### src/rtl/xm_access_pkg.sv
package xm_access_pkg;

  typedef struct packed {
    logic capture;
    logic strobeOn;
    logic strobeOff;
  } dpCtrl_t;

  typedef enum logic [2:0] {
    ST_IDLE,
    ST_DECODE,
    ST_COUNT,
    ST_ACK,
    ST_EXT
  } accState_e;

endpackage

### src/rtl/xm_access_dp.sv
module xm_access_dp
  import xm_access_pkg::*;
#(
  parameter int unsigned ADDR_W     = 28,
  parameter int unsigned UPPER_W    = 4,
  parameter int unsigned CS_COUNT   = 4,
  parameter int unsigned DRAM_COUNT = 2,
  parameter int unsigned WS_W       = 4,
  parameter int unsigned LANES      = 4
) (
  input  logic                         clk,
  input  logic                         rstN,
  input  dpCtrl_t                      ctrl,
  input  logic [ADDR_W-1:0]            addrIn,
  input  logic                         readNotWrite,
  input  logic [1:0]                   sizeIn,
  input  logic                         upperPinsAlt,
  input  logic [CS_COUNT*ADDR_W-1:0]   csBase,
  input  logic [CS_COUNT*ADDR_W-1:0]   csMask,
  input  logic [CS_COUNT-1:0]          csRdEn,
  input  logic [CS_COUNT-1:0]          csWrEn,
  input  logic [CS_COUNT-1:0]          csAutoAck,
  input  logic [CS_COUNT*WS_W-1:0]     csWait,
  input  logic [DRAM_COUNT*ADDR_W-1:0] dramBase,
  input  logic [DRAM_COUNT*ADDR_W-1:0] dramMask,
  input  logic [DRAM_COUNT-1:0]        dramRdEn,
  input  logic [DRAM_COUNT-1:0]        dramWrEn,
  input  logic [DRAM_COUNT*WS_W-1:0]   dramWait,
  input  logic                         dfltAutoAck,
  input  logic [WS_W-1:0]              dfltWait,
  output logic [CS_COUNT-1:0]          csOut,
  output logic [LANES-1:0]             weOut,
  output logic [DRAM_COUNT-1:0]        dramSel,
  output logic                         autoAck,
  output logic [WS_W-1:0]              waitCnt
);

  localparam int unsigned LOW_W   = ADDR_W - UPPER_W;
  localparam int unsigned CSIDX_W = (CS_COUNT > 1) ? $clog2(CS_COUNT) : 1;
  localparam int unsigned DRIDX_W = (DRAM_COUNT > 1) ? $clog2(DRAM_COUNT) : 1;
  localparam int unsigned LSEL_W  = $clog2(LANES);

  logic [ADDR_W-1:0] capAddr;
  logic              capRnw;
  logic [1:0]        capSize;

  // capture stage
  always_ff @(posedge clk or negedge rstN) begin
    if (!rstN) begin
      capAddr <= '0;
      capRnw  <= 1'b1;
      capSize <= '0;
    end else if (ctrl.capture) begin
      capAddr <= upperPinsAlt ? {{UPPER_W{1'b0}}, addrIn[LOW_W-1:0]} : addrIn;
      capRnw  <= readNotWrite;
      capSize <= sizeIn;
    end
  end

  // window comparators
  logic [CS_COUNT-1:0]   csHit;
  logic [DRAM_COUNT-1:0] dramHit;

  for (genvar gi = 0; gi < CS_COUNT; gi++) begin : g_csCmp
    assign csHit[gi] = ((capAddr ^ csBase[gi*ADDR_W +: ADDR_W]) &
                        ~csMask[gi*ADDR_W +: ADDR_W]) == '0;
  end

  for (genvar gj = 0; gj < DRAM_COUNT; gj++) begin : g_drCmp
    assign dramHit[gj] = ((capAddr ^ dramBase[gj*ADDR_W +: ADDR_W]) &
                          ~dramMask[gj*ADDR_W +: ADDR_W]) == '0;
  end

  // priority pick
  logic               csFound, dramFound;
  logic [CSIDX_W-1:0] csIdx;
  logic [DRIDX_W-1:0] dramIdx;

  always_comb begin
    csFound = 1'b0;
    csIdx   = '0;
    for (int i = 0; i < CS_COUNT; i++) begin
      if (csHit[i] && !csFound) begin
        csFound = 1'b1;
        csIdx   = CSIDX_W'(i);
      end
    end
    dramFound = 1'b0;
    dramIdx   = '0;
    for (int j = 0; j < DRAM_COUNT; j++) begin
      if (dramHit[j] && !dramFound) begin
        dramFound = 1'b1;
        dramIdx   = DRIDX_W'(j);
      end
    end
  end

  // lane pattern from size and low address bits
  logic [LANES-1:0] laneMask;
  always_comb begin
    unique case (capSize)
      2'b01:   laneMask = LANES'(1) << capAddr[LSEL_W-1:0];
      2'b10:   laneMask = capAddr[1] ? LANES'(4'hC) : LANES'(4'h3);
      default: laneMask = '1;
    endcase
  end

  // class outcome
  logic                  csDirOk, dramDirOk;
  logic [CS_COUNT-1:0]   nextCs;
  logic [LANES-1:0]      nextWe;
  logic [DRAM_COUNT-1:0] nextDram;

  always_comb begin
    csDirOk   = capRnw ? csRdEn[csIdx] : csWrEn[csIdx];
    dramDirOk = capRnw ? dramRdEn[dramIdx] : dramWrEn[dramIdx];
    nextCs    = '0;
    nextWe    = '0;
    nextDram  = '0;
    autoAck   = dfltAutoAck;
    waitCnt   = dfltWait;
    if (csFound) begin
      autoAck = csDirOk && csAutoAck[csIdx];
      waitCnt = csWait[csIdx*WS_W +: WS_W];
      if (csDirOk) begin
        nextCs[csIdx] = 1'b1;
        nextWe        = capRnw ? '0 : laneMask;
      end
    end else if (dramFound) begin
      autoAck = dramDirOk;
      waitCnt = dramWait[dramIdx*WS_W +: WS_W];
      if (dramDirOk) nextDram[dramIdx] = 1'b1;
    end
  end

  // strobe registers
  always_ff @(posedge clk or negedge rstN) begin
    if (!rstN) begin
      csOut   <= '0;
      weOut   <= '0;
      dramSel <= '0;
    end else if (ctrl.strobeOn) begin
      csOut   <= nextCs;
      weOut   <= nextWe;
      dramSel <= nextDram;
    end else if (ctrl.strobeOff) begin
      csOut   <= '0;
      weOut   <= '0;
      dramSel <= '0;
    end
  end

endmodule

### src/rtl/xm_access_ctrl.sv
module xm_access_ctrl
  import xm_access_pkg::*;
#(
  parameter int unsigned WS_W = 4
) (
  input  logic            clk,
  input  logic            rstN,
  input  logic            startStrobe,
  input  logic            busAckIn,
  input  logic            autoAck,
  input  logic [WS_W-1:0] waitCnt,
  output dpCtrl_t         ctrl,
  output logic            ackOut
);

  accState_e       state;
  logic [WS_W-1:0] remain;

  always_comb begin
    ctrl.capture   = (state == ST_IDLE) && startStrobe;
    ctrl.strobeOn  = (state == ST_DECODE);
    ctrl.strobeOff = (state == ST_ACK) ||
                     (((state == ST_COUNT) || (state == ST_EXT)) && busAckIn);
  end

  always_ff @(posedge clk or negedge rstN) begin
    if (!rstN) begin
      state  <= ST_IDLE;
      remain <= '0;
      ackOut <= 1'b0;
    end else begin
      unique case (state)
        ST_IDLE: begin
          if (startStrobe) state <= ST_DECODE;
        end
        ST_DECODE: begin
          remain <= waitCnt;
          state  <= autoAck ? ST_COUNT : ST_EXT;
        end
        ST_COUNT: begin
          if (busAckIn) begin
            state <= ST_IDLE;
          end else if (remain == '0) begin
            ackOut <= 1'b1;
            state  <= ST_ACK;
          end else begin
            remain <= remain - 1'b1;
          end
        end
        ST_ACK: begin
          ackOut <= 1'b0;
          state  <= ST_IDLE;
        end
        ST_EXT: begin
          if (busAckIn) state <= ST_IDLE;
        end
        default: state <= ST_IDLE;
      endcase
    end
  end

endmodule

### src/rtl/xm_access_decoder.sv
module xm_access_decoder
  import xm_access_pkg::*;
#(
  parameter int unsigned ADDR_W     = 28,
  parameter int unsigned UPPER_W    = 4,
  parameter int unsigned CS_COUNT   = 4,
  parameter int unsigned DRAM_COUNT = 2,
  parameter int unsigned WS_W       = 4,
  parameter int unsigned LANES      = 4
) (
  input  logic                         clk,
  input  logic                         rstN,
  input  logic                         startStrobe,
  input  logic [ADDR_W-1:0]            addrIn,
  input  logic                         readNotWrite,
  input  logic [1:0]                   sizeIn,
  input  logic                         upperPinsAlt,
  input  logic                         busAckIn,
  input  logic [CS_COUNT*ADDR_W-1:0]   csBase,
  input  logic [CS_COUNT*ADDR_W-1:0]   csMask,
  input  logic [CS_COUNT-1:0]          csRdEn,
  input  logic [CS_COUNT-1:0]          csWrEn,
  input  logic [CS_COUNT-1:0]          csAutoAck,
  input  logic [CS_COUNT*WS_W-1:0]     csWait,
  input  logic [DRAM_COUNT*ADDR_W-1:0] dramBase,
  input  logic [DRAM_COUNT*ADDR_W-1:0] dramMask,
  input  logic [DRAM_COUNT-1:0]        dramRdEn,
  input  logic [DRAM_COUNT-1:0]        dramWrEn,
  input  logic [DRAM_COUNT*WS_W-1:0]   dramWait,
  input  logic                         dfltAutoAck,
  input  logic [WS_W-1:0]              dfltWait,
  output logic [CS_COUNT-1:0]          csOut,
  output logic [LANES-1:0]             weOut,
  output logic [DRAM_COUNT-1:0]        dramSel,
  output logic                         ackOut
);

  dpCtrl_t         ctrl;
  logic            autoAck;
  logic [WS_W-1:0] waitCnt;

  xm_access_ctrl #(.WS_W(WS_W)) u_ctrl (
    .clk         (clk),
    .rstN        (rstN),
    .startStrobe (startStrobe),
    .busAckIn    (busAckIn),
    .autoAck     (autoAck),
    .waitCnt     (waitCnt),
    .ctrl        (ctrl),
    .ackOut      (ackOut)
  );

  xm_access_dp #(
    .ADDR_W     (ADDR_W),
    .UPPER_W    (UPPER_W),
    .CS_COUNT   (CS_COUNT),
    .DRAM_COUNT (DRAM_COUNT),
    .WS_W       (WS_W),
    .LANES      (LANES)
  ) u_dp (
    .clk          (clk),
    .rstN         (rstN),
    .ctrl         (ctrl),
    .addrIn       (addrIn),
    .readNotWrite (readNotWrite),
    .sizeIn       (sizeIn),
    .upperPinsAlt (upperPinsAlt),
    .csBase       (csBase),
    .csMask       (csMask),
    .csRdEn       (csRdEn),
    .csWrEn       (csWrEn),
    .csAutoAck    (csAutoAck),
    .csWait       (csWait),
    .dramBase     (dramBase),
    .dramMask     (dramMask),
    .dramRdEn     (dramRdEn),
    .dramWrEn     (dramWrEn),
    .dramWait     (dramWait),
    .dfltAutoAck  (dfltAutoAck),
    .dfltWait     (dfltWait),
    .csOut        (csOut),
    .weOut        (weOut),
    .dramSel      (dramSel),
    .autoAck      (autoAck),
    .waitCnt      (waitCnt)
  );

endmodule

### config.mk
export PLATFORM = sky130hd
export DESIGN_NAME = xm_access_decoder
export DESIGN_NICKNAME = d
export VERILOG_FILES = /design/src/rtl/xm_access_pkg.sv /design/src/rtl/xm_access_dp.sv /design/src/rtl/xm_access_ctrl.sv /design/src/rtl/xm_access_decoder.sv
export SDC_FILE = /design/constraint.sdc
export NUM_CORES = 1
export LEC_CHECK = 0
export ABC_AREA = 1
export BUFFER_PORTS_ARGS = -buffer_cell sky130_fd_sc_hd__buf_4
export CORE_AREA = 2 2 164 166
export CTS_CLUSTER_DIAMETER = 100
export DETAILED_ROUTE_END_ITERATION = 6
export DIE_AREA = 0 0 166 168
export PLACE_DENSITY_LB_ADDON = 0.05
export SYNTH_ARGS = -nofsm -noshare
export SYNTH_HDL_FRONTEND = slang
export SYNTH_SLANG_ARGS = --single-unit
### constraint.sdc
create_clock -name clk -period 6.85 [get_ports clk]
set_clock_uncertainty 0.15 [all_clocks]
set_input_delay 0.685 -clock clk [delete_from_list [all_inputs] [get_ports clk]]
set_output_delay 0.685 -clock clk [all_outputs]
set_load 0.005 [all_outputs]
==> impl_summary.log, run 1 <==
[metrics] run status: completed
[metrics] DRC violation count after routing: 0
[metrics] All-Layer GR Usage: 0.216
[metrics] maximum clock frequency: roughly 0.33 GHz
[metrics] number of antenna violations at the first check in global routing: 1
[metrics] CTS tree: yes
[metrics] post-DP HPWL: 27.0 mm
[metrics] buffer depth of the longest clock path: 2
[metrics] Overflow after GRT: 0
[metrics] final number of max-transition violations: 0
[metrics] wire length of the first global-routing pass: 46.1 mm
[metrics] startpoint type of the worst setup path: flop
[metrics] Worst Hold Slack: 0.274 ns
[metrics] Syn Std Cell Area: 0.00621 mm^2
[metrics] sequential element share of the synthesized area: 0.198
[metrics] vias in the first global route: between 8k and 9k
[metrics] Max-Slew Margin vs Limit: 0.341
[metrics] depth of the most critical reg-to-reg path: 18
[metrics] clock buffers created by TritonCTS: 5
[metrics] Critical Path AT: between 3 and 4 ns
[metrics] number of setup buffers added after CTS: 0
[metrics] number of clock sinks: 49
[metrics] final hold viol count: 0
[metrics] # resized after CTS: 0
[metrics] number of synthesized register bits: 49
[metrics] setup TNS: 0 ns
[metrics] ratio of cells with drive above 1 in the final layout: 0.308
[metrics] clock insertion delay at the later pin of the skew report: around 0.31 ns
[metrics] proportion of total power due to net switching: 0.500
[metrics] Psw: 1.13 mW
[metrics] starting utilization of the core area: 0.236
[metrics] Synth-to-Final Area Change: 58.0%
[metrics] share of total power in combinational logic: 0.559
[metrics] largest fanout of any net on the critical path: 12
[metrics] count of endpoints failing setup in the final report: 0
[metrics] Tightest Pin Transition: 0.986 ns
[metrics] cells after synthesis: 1,140
[metrics] H-tree depth: 2
[metrics] total number of yosys warnings: 0
[metrics] number of max-capacitance violations reported: 0
[metrics] Synth Flop Type: sky130_fd_sc_hd__dfrtp_1
[metrics] area of the die: 0.0279 mm^2
[metrics] count of non-filler cells in the finished layout: 1,885
[metrics] critical path class: reg2reg
[metrics] post-route fraction of the period consumed by the critical path: 0.440
[metrics] leakage dissipation: 5.49 nW
[metrics] Chip Height: 168 um
[metrics] Net Count, Synth: 1,560
[metrics] Worst Path Required: slightly below 7 ns
[metrics] DRT antenna net count: 0
[metrics] detailed-route via count: 8,153
[metrics] number of enable flip-flop cells after synthesis: 0
[metrics] die extent in x: 166 um
[metrics] via count normalized by instance count: ~4.3
[metrics] share of synthesized flip-flops with an asynchronous set or reset: 1.00
[metrics] Clk pwr share: 0.137
[metrics] number of filler cells placed in the layout: 3,003
[metrics] clock slew at the register clock pins of the worst setup and hold paths: 0.08 ns
[metrics] setup repair after global routing missed its margin: false
[metrics] fin crit period: 3.01 ns
[metrics] pin count of the biggest net entering global routing: 61
[metrics] Clock Root Buffer: sky130_fd_sc_hd__clkbuf_16
[metrics] endpoint class of the critical path: flop
[metrics] count of routing violations after the opening detailed-route iteration: between 200 and 300
[metrics] IO Port Bufs: 427
[metrics] Core Area: 0.0264 mm^2
[metrics] average routed wire per standard cell: roughly 16 um
[metrics] count of hold-fix buffers inserted at cts: 0
[metrics] synth unique cells: 39
[metrics] first-pass iteration count of the detailed router: 4
[metrics] Row Count: 60
[metrics] fin nets: 1,962
[metrics] IO Count: 428
[metrics] Sequential Power Share: 0.304
[metrics] final estimated routing congestion in global placement: slightly below 0.9
[metrics] Avg Synthesized Cell Area: 5.45 um^2
[metrics] ratio of total power to cell area: 229 mW/mm^2
[metrics] path class of the lowest-slack min-delay path: in2async
[metrics] post-route core utilization: 0.373
[metrics] internal power: approximately 1.1 mW
[metrics] drt total wl: 31.1 mm
[metrics] Placed Cells incl. Taps: 1,876
[metrics] worst voltage drop across the vdd grid: 96.4 uV
==> flip-flops by register name, summed over array words and instances (netlist names) <==
signal / cells
u_dp.capRnw: 1
u_ctrl.ackOut: 1
u_dp.dramSel: 2
u_dp.weOut: 4
u_dp.capSize: 2
u_dp.csOut: 4
u_dp.capAddr: 28
u_ctrl.state: 3
u_ctrl.remain: 4
==> through the flow <==
stage	power (mW)	instance area, um^2	setup WS (ns)
global placement	1.98	9640	3.75
CTS	2.30	9810	3.83
global route	2.51	9820	3.46
floorplan	1.48	6210	4.46
finish	2.25	9820	3.84
detailed placement	1.98	9640	3.74
==> cell usage in the layout, fill, tap and decap left out, drive strengths merged <==
| cell | instances |
|---|---|
| nand3b | 43 |
| clkinv | 2 |
| o2111ai | 1 |
| nand2 | 416 |
| o211ai | 3 |
| xor2 | 1 |
| dfstp | 1 |
| o21ai | 68 |
| or2 | 17 |
| nand3 | 66 |
| nor3 | 2 |
| a21oi | 46 |
| bufinv | 1 |
| o22ai | 7 |
| clkbuf | 5 |
| xnor2 | 31 |
| a31oi | 7 |
| nor2 | 159 |
| o31ai | 1 |
| inv | 183 |
| nand4 | 3 |
| diode | 1 |
| ha | 3 |
| dfrtp | 48 |
| nor3b | 1 |
| a21o | 1 |
| buf | 427 |
==> per-layer routing <==
| metal | vias to the layer above | global-route usage | wire length (um) |
|---|---|---|---|
| met5 | - | 0 | 0 |
| met4 | 0 | 0.0435 | 512 |
| met3 | 22 | 0.0571 | 2320 |
| met2 | 294 | 0.410 | 15900 |
| met1 | 3533 | 0.242 | 12300 |
| li1 | 4304 | - | - |
==> worst max-delay path, stage by stage (launching register included) <==
cell and delay (ns):
sky130_fd_sc_hd__dfrtp_1 0.47, sky130_fd_sc_hd__inv_1 0.25, sky130_fd_sc_hd__nand2_1 0.08, sky130_fd_sc_hd__nand3b_1 0.08, sky130_fd_sc_hd__nand2_1 0.05, sky130_fd_sc_hd__inv_1 0.04
sky130_fd_sc_hd__nand2_1 0.08, sky130_fd_sc_hd__nor2_1 0.23, sky130_fd_sc_hd__nand2_1 0.16, sky130_fd_sc_hd__nor2_4 0.16, sky130_fd_sc_hd__inv_1 0.09, sky130_fd_sc_hd__a21oi_2 0.49
sky130_fd_sc_hd__nor2_1 0.08, sky130_fd_sc_hd__nand2_1 0.10, sky130_fd_sc_hd__nand2_1 0.10, sky130_fd_sc_hd__nand2_1 0.08, sky130_fd_sc_hd__nand3_1 0.09, sky130_fd_sc_hd__nand2_1 0.07
sky130_fd_sc_hd__nand2_1 0.04
==> worst paths after layout <==
check | startpoint | endpoint | slack (ns)
max | u_dp.capAddr[19] | u_ctrl.remain[3] | 3.84
min | rstN | u_dp.capAddr[3] | 0.27
max reg2reg | u_dp.capAddr[19] | u_ctrl.remain[3] | 3.84
min reg2reg | u_dp.csOut[3] | u_dp.csOut[3] | 0.36
max in group asynchronous | rstN | u_dp.capAddr[15] | 5.77
min in group clk | u_dp.csOut[3] | u_dp.csOut[3] | 0.36
==> synthesized netlist by cell type (3+ instances only) <==
| master | count | area share |
|---|---|---|
| sky130_fd_sc_hd__nor2_1 | 151 | 0.091 |
| sky130_fd_sc_hd__buf_1 | 3 | 0.0018 |
| sky130_fd_sc_hd__or2_0 | 10 | 0.010 |
| sky130_fd_sc_hd__inv_2 | 10 | 0.0060 |
| sky130_fd_sc_hd__o21ai_0 | 58 | 0.047 |
| sky130_fd_sc_hd__o211ai_1 | 3 | 0.0036 |
| sky130_fd_sc_hd__o22ai_1 | 7 | 0.0071 |
| sky130_fd_sc_hd__buf_6 | 7 | 0.013 |
| sky130_fd_sc_hd__or2_2 | 5 | 0.0050 |
| sky130_fd_sc_hd__nand2_1 | 406 | 0.25 |
| sky130_fd_sc_hd__nand3b_1 | 43 | 0.052 |
| sky130_fd_sc_hd__nand3_1 | 65 | 0.052 |
| sky130_fd_sc_hd__clkbuf_1 | 3 | 0.0018 |
| sky130_fd_sc_hd__a21oi_1 | 43 | 0.035 |
| sky130_fd_sc_hd__nor2_4 | 4 | 0.0073 |
| sky130_fd_sc_hd__inv_1 | 172 | 0.10 |
| sky130_fd_sc_hd__a21oi_2 | 3 | 0.0042 |
| sky130_fd_sc_hd__ha_1 | 3 | 0.0060 |
| sky130_fd_sc_hd__dfrtp_1 | 48 | 0.19 |
| sky130_fd_sc_hd__nand2_4 | 5 | 0.0091 |
| sky130_fd_sc_hd__a31oi_1 | 7 | 0.0071 |
| sky130_fd_sc_hd__buf_2 | 18 | 0.015 |
| sky130_fd_sc_hd__xnor2_1 | 31 | 0.044 |
| sky130_fd_sc_hd__o21ai_1 | 10 | 0.0081 |
| sky130_fd_sc_hd__nand2_2 | 5 | 0.0050 |
| sky130_fd_sc_hd__nor2_2 | 4 | 0.0040 |
==> cells by family (layout without fill, tap and decap cells) <==
family                     after synthesis  after routing  synth area share
AOI/OAI and AO/OA                      134            134             0.115
xor gates and xnor gates                32             32            0.0451
adders and majority gates                3              3           0.00604
buffers and inverters                  215            618             0.143
DFF                                     49             49             0.198
other                                    0              1                 0
and+or+nand+nor                        707            707             0.493
==> power groups by stage <==
stage,logic [mW],registers (mW),clock network (mW)
finish,1.26,0.684,0.309
global route,1.46,0.720,0.331
CTS,1.29,0.691,0.320
detailed placement,1.28,0.696,0
global placement,1.28,0.698,0
floorplan,1.02,0.460,0
==> area by class of cell <==
class                      instances  area, um^2  share of cell area
tap                              341         427              0.0435
timing repair buffer             427        3210               0.327
clock inverter                     3        43.8             0.00446
multi-input combinational        876        4100               0.417
inverter                         183         687              0.0700
clock buffer                       5         125              0.0127
sequential                        49        1230               0.125
antenna                            1        2.50            0.000255
No activity file was read; power rests on OpenSTA's default activity.
==> run 2: changes to the inputs <==
ABC_AREA = 0   (was 1)
CORE_AREA = 2 2 166 168   (was 2 2 164 166)
DIE_AREA = 0 0 168 170   (was 0 0 166 168)
clock period = 2.5 ns   (was 6.85 ns; I/O delays follow)
==> impl_summary.log, run 2 <==
[metrics] number of enable flip-flop cells after synthesis: 0
[metrics] fin crit period: 3.11 ns
[metrics] most frequent standard cell in the layout excluding fill and tap cells: sky130_fd_sc_hd__buf_4
[metrics] starting utilization of the core area: 0.186
[metrics] number of clock sinks: roughly 50
[metrics] ratio of total power to cell area: 861 mW/mm^2
[metrics] Placed Cells incl. Taps: around 1.4k
[metrics] number of antenna violations at the first check in global routing: 7
[metrics] Chip Height: 170 um
[metrics] detailed-route via count: between 6k and 7k
[metrics] most frequent cells in the layout: sky130_fd_sc_hd__buf_4, sky130_fd_sc_hd__xnor2_1, sky130_fd_sc_hd__o22ai_1, sky130_fd_sc_hd__xnor2_2, sky130_fd_sc_hd__dfrtp_1
[metrics] Critical Path AT: 3.17 ns
[metrics] cells after synthesis: 561
[metrics] Sequential Power Share: 0.194
[metrics] largest register by flop count: u_dp.capAddr
[metrics] violated checks: negative setup slack
[metrics] critical path class: reg2reg
[metrics] number of filler cells placed in the layout: around 2.8k
[metrics] minimum setup slack in the final design: -0.613 ns
[metrics] leakage dissipation: approximately 4.7 nW
[metrics] Worst Path Required: 2.56 ns
[metrics] total number of yosys warnings: 0
[metrics] number of synthesized register bits: 49
[metrics] IO Port Bufs: 427
[metrics] highest metal layer with signal wires: met5
[metrics] Synth Flop Type: sky130_fd_sc_hd__dfrtp_1
[metrics] Overflow after GRT: 0
[metrics] Max-Slew Margin vs Limit: 0.478
[metrics] count of non-filler cells in the finished layout: 1,428
[metrics] Met3 Routed Length: 3.04 mm
[metrics] largest fanout of any net on the critical path: 5
[metrics] storage element area: 0.00125 mm^2
[metrics] area of the die: 0.0286 mm^2
[metrics] path class of the lowest-slack min-delay path: in2reg
[metrics] biggest area consumer among synthesized cells: sky130_fd_sc_hd__xnor2_1
[metrics] final hold viol count: 0
[metrics] DRT antenna net count: 0
[metrics] Psw: 3.80 mW
[metrics] buffer depth of the longest clock path: 2
[metrics] average routed wire per standard cell: roughly 24 um
[metrics] post-DP HPWL: 30.5 mm
[metrics] Tightest Pin Transition: 0.783 ns
[metrics] pin count of the biggest net entering global routing: 50
[metrics] All-Layer GR Usage: 0.236
[metrics] Synth top area share: 0.293
[metrics] CTS tree: yes
[metrics] H-tree depth: 2
[metrics] first-pass iteration count of the detailed router: 4
[metrics] Row Count: 60
[metrics] Syn Std Cell Area: 0.00497 mm^2
[metrics] top area cells in the synthesized netlist: sky130_fd_sc_hd__xnor2_1, sky130_fd_sc_hd__dfrtp_1, sky130_fd_sc_hd__o22ai_1
[metrics] Net Count, Synth: 981
[metrics] worst voltage drop across the vdd grid: about 310 uV
[metrics] post-route fraction of the period consumed by the critical path: 1.25
[metrics] proportion of total power due to net switching: 0.431
[metrics] Detail Route met2 WL: 17.1 mm
[metrics] Placement Cell Area: 0.00916 mm^2
[metrics] share of synthesized flip-flops with an asynchronous set or reset: 1.00
[metrics] synth unique cells: 53
[metrics] share of total power in combinational logic: 0.722
[metrics] Clock Root Buffer: sky130_fd_sc_hd__clkbuf_16
[metrics] Core Area: 0.0267 mm^2
[metrics] via count normalized by instance count: 4.42
[metrics] max reg flops: 28
[metrics] multi-input logic area: 0.00407 mm^2
[metrics] clock insertion delay at the later pin of the skew report: 0.31 ns
[metrics] endpoint class of the critical path: flop
[metrics] ratio of cells with drive above 1 in the final layout: 0.638
[metrics] number of max-capacitance violations reported: 0
[metrics] sequential element share of the synthesized area: 0.247
[metrics] final estimated routing congestion in global placement: 0.909
[metrics] most used standard cell by instance count after synthesis: sky130_fd_sc_hd__xnor2_1
[metrics] run status: finished, violations left
[metrics] count of endpoints failing setup in the final report: 16
[metrics] vias in the first global route: 6,688
[metrics] startpoint type of the worst setup path: flop
[metrics] wire length of the first global-routing pass: 47.5 mm
[metrics] clock buffers created by TritonCTS: 5
[metrics] final number of max-transition violations: 0
[metrics] Avg Synthesized Cell Area: 8.85 um^2
[metrics] drt total wl: ~35 mm
[metrics] Synth-to-Final Area Change: 106%
[metrics] setup repair after global routing missed its margin: true
[metrics] maximum clock frequency: about 0.32 GHz
[metrics] clock slew at the register clock pins of the worst setup and hold paths: 0.08 ns
[metrics] IO Count: 428
[metrics] internal power: about 5.0 mW
[metrics] commonest cells in the synthesized netlist: sky130_fd_sc_hd__xnor2_1, sky130_fd_sc_hd__o22ai_1, sky130_fd_sc_hd__dfrtp_1
[metrics] wl on met1: 13.8 mm
[metrics] DRC violation count after routing: 0
[metrics] fin nets: 1,500
[metrics] die extent in x: approximately 170 um
[metrics] cell area after layout: 0.0103 mm^2
[metrics] count of routing violations after the opening detailed-route iteration: 313
[metrics] Clk pwr share: 0.084
==> run 2: changes by cell type after synthesis, moves of 10 or more <==
cell and delta:
sky130_fd_sc_hd__nor2_1 -126, sky130_fd_sc_hd__inv_1 -153, sky130_fd_sc_hd__nand2_1 -379, sky130_fd_sc_hd__nor4_1 +14
sky130_fd_sc_hd__mux2_2 +27, sky130_fd_sc_hd__nand3_1 -63, sky130_fd_sc_hd__inv_2 -10, sky130_fd_sc_hd__a21oi_1 -30
sky130_fd_sc_hd__o21ai_0 -46, sky130_fd_sc_hd__nand3b_1 -39, sky130_fd_sc_hd__o22ai_1 +80, sky130_fd_sc_hd__xnor2_1 +135
==> run 2: stage by stage <==
stage	total power [mW]	utilization	setup slack, ns	setup TNS, ns	hold WS [ns]
2_1_floorplan	4.78	-	-0.155	-0.891	-0.196
3_3_place_gp	7.22	0.344	-0.995	-13.54	0.219
3_5_place_dp	7.17	0.344	-0.985	-13.59	0.225
4_1_cts	8.50	0.368	-0.528	-6.27	0.00314
5_1_grt	9.41	0.385	-0.708	-9.22	0.0169
6_report	8.83	0.385	-0.613	-7.56	0.0153
==> run 2: path summary, 6_finish.rpt <==
| kind | from | slack [ns] | endpoint | cells after the start |
|---|---|---|---|---|
| hold reg to reg | u_dp.dramSel[1] | 0.35 | u_dp.dramSel[1] | 1 |
| hold / removal | sizeIn[0] | 0.02 | u_dp.capSize[0] | 3 |
| setup reg to reg | u_dp.capAddr[15] | -0.61 | u_ctrl.state[2] | 11 |
| max in group asynchronous | rstN | 1.23 | u_dp.capAddr[0] | 2 |
| min in group asynchronous | rstN | 0.38 | u_dp.capAddr[24] | 2 |
| setup / recovery | u_dp.capAddr[15] | -0.61 | u_ctrl.state[2] | 11 |
==> run 2: critical path, cell delays in order (launching register included) <==
cell and delay (ns):
sky130_fd_sc_hd__dfrtp_2 0.48, sky130_fd_sc_hd__xnor2_2 0.19, sky130_fd_sc_hd__o22ai_1 0.10, sky130_fd_sc_hd__nor4_2 0.39, sky130_fd_sc_hd__buf_4 0.17, sky130_fd_sc_hd__nand4_1 0.09, sky130_fd_sc_hd__buf_6 0.17, sky130_fd_sc_hd__nor2b_4 0.13
sky130_fd_sc_hd__mux2_4 0.31, sky130_fd_sc_hd__a2111o_1 0.40, sky130_fd_sc_hd__a311o_1 0.36, sky130_fd_sc_hd__o41ai_2 0.06
==> run 2: repair_timing <==
item                                    CTS  global route
pin swaps                                21            29
setup buffers                            14            14
cloned                                    0             0
endpoints found under the hold margin    49             0
gates resized for setup                  76            60
endpoints found under the setup margin   16            16
hold buffers                              2             0
==> run 2: layout make-up <==
type                    instances  area share
diodes                          6     0.00146
multi-input cells             455       0.397
clock inverters                 2     0.00134
inverters                      19     0.00695
repair buffers                550       0.418
flip-flops and latches         49       0.122
clock buffers                   6      0.0126
well taps                     341      0.0416
==> run 2: layer usage <==
layer,global-route usage,vias up
li1,-,3064
met1,0.276,2920
met2,0.406,286
met3,0.0753,40
met4,0.0798,2
met5,0.0104,-
==> run 2: power by group through the flow <==
stage	Sequential [mW]	Combinational (mW)	Clock (mW)
2_1_floorplan	1.23	3.55	0
6_report	1.71	6.38	0.742
4_1_cts	1.73	6.00	0.776
3_5_place_dp	1.73	5.44	0
5_1_grt	1.77	6.84	0.796
3_3_place_gp	1.70	5.52	0
==> run 2: cell families (layout without fill, tap and decap cells) <==
family,after synthesis,count (layout),share of synthesized area
xor gates and xnor gates,168,168,0.299
AOI/OAI and AO/OA,146,146,0.190
and+or+nand+nor,101,101,0.109
buffers and inverters,57,577,0.0645
DFF,49,49,0.247
muxes,37,37,0.0824
adders and majority gates,3,3,0.00756
other,0,6,0
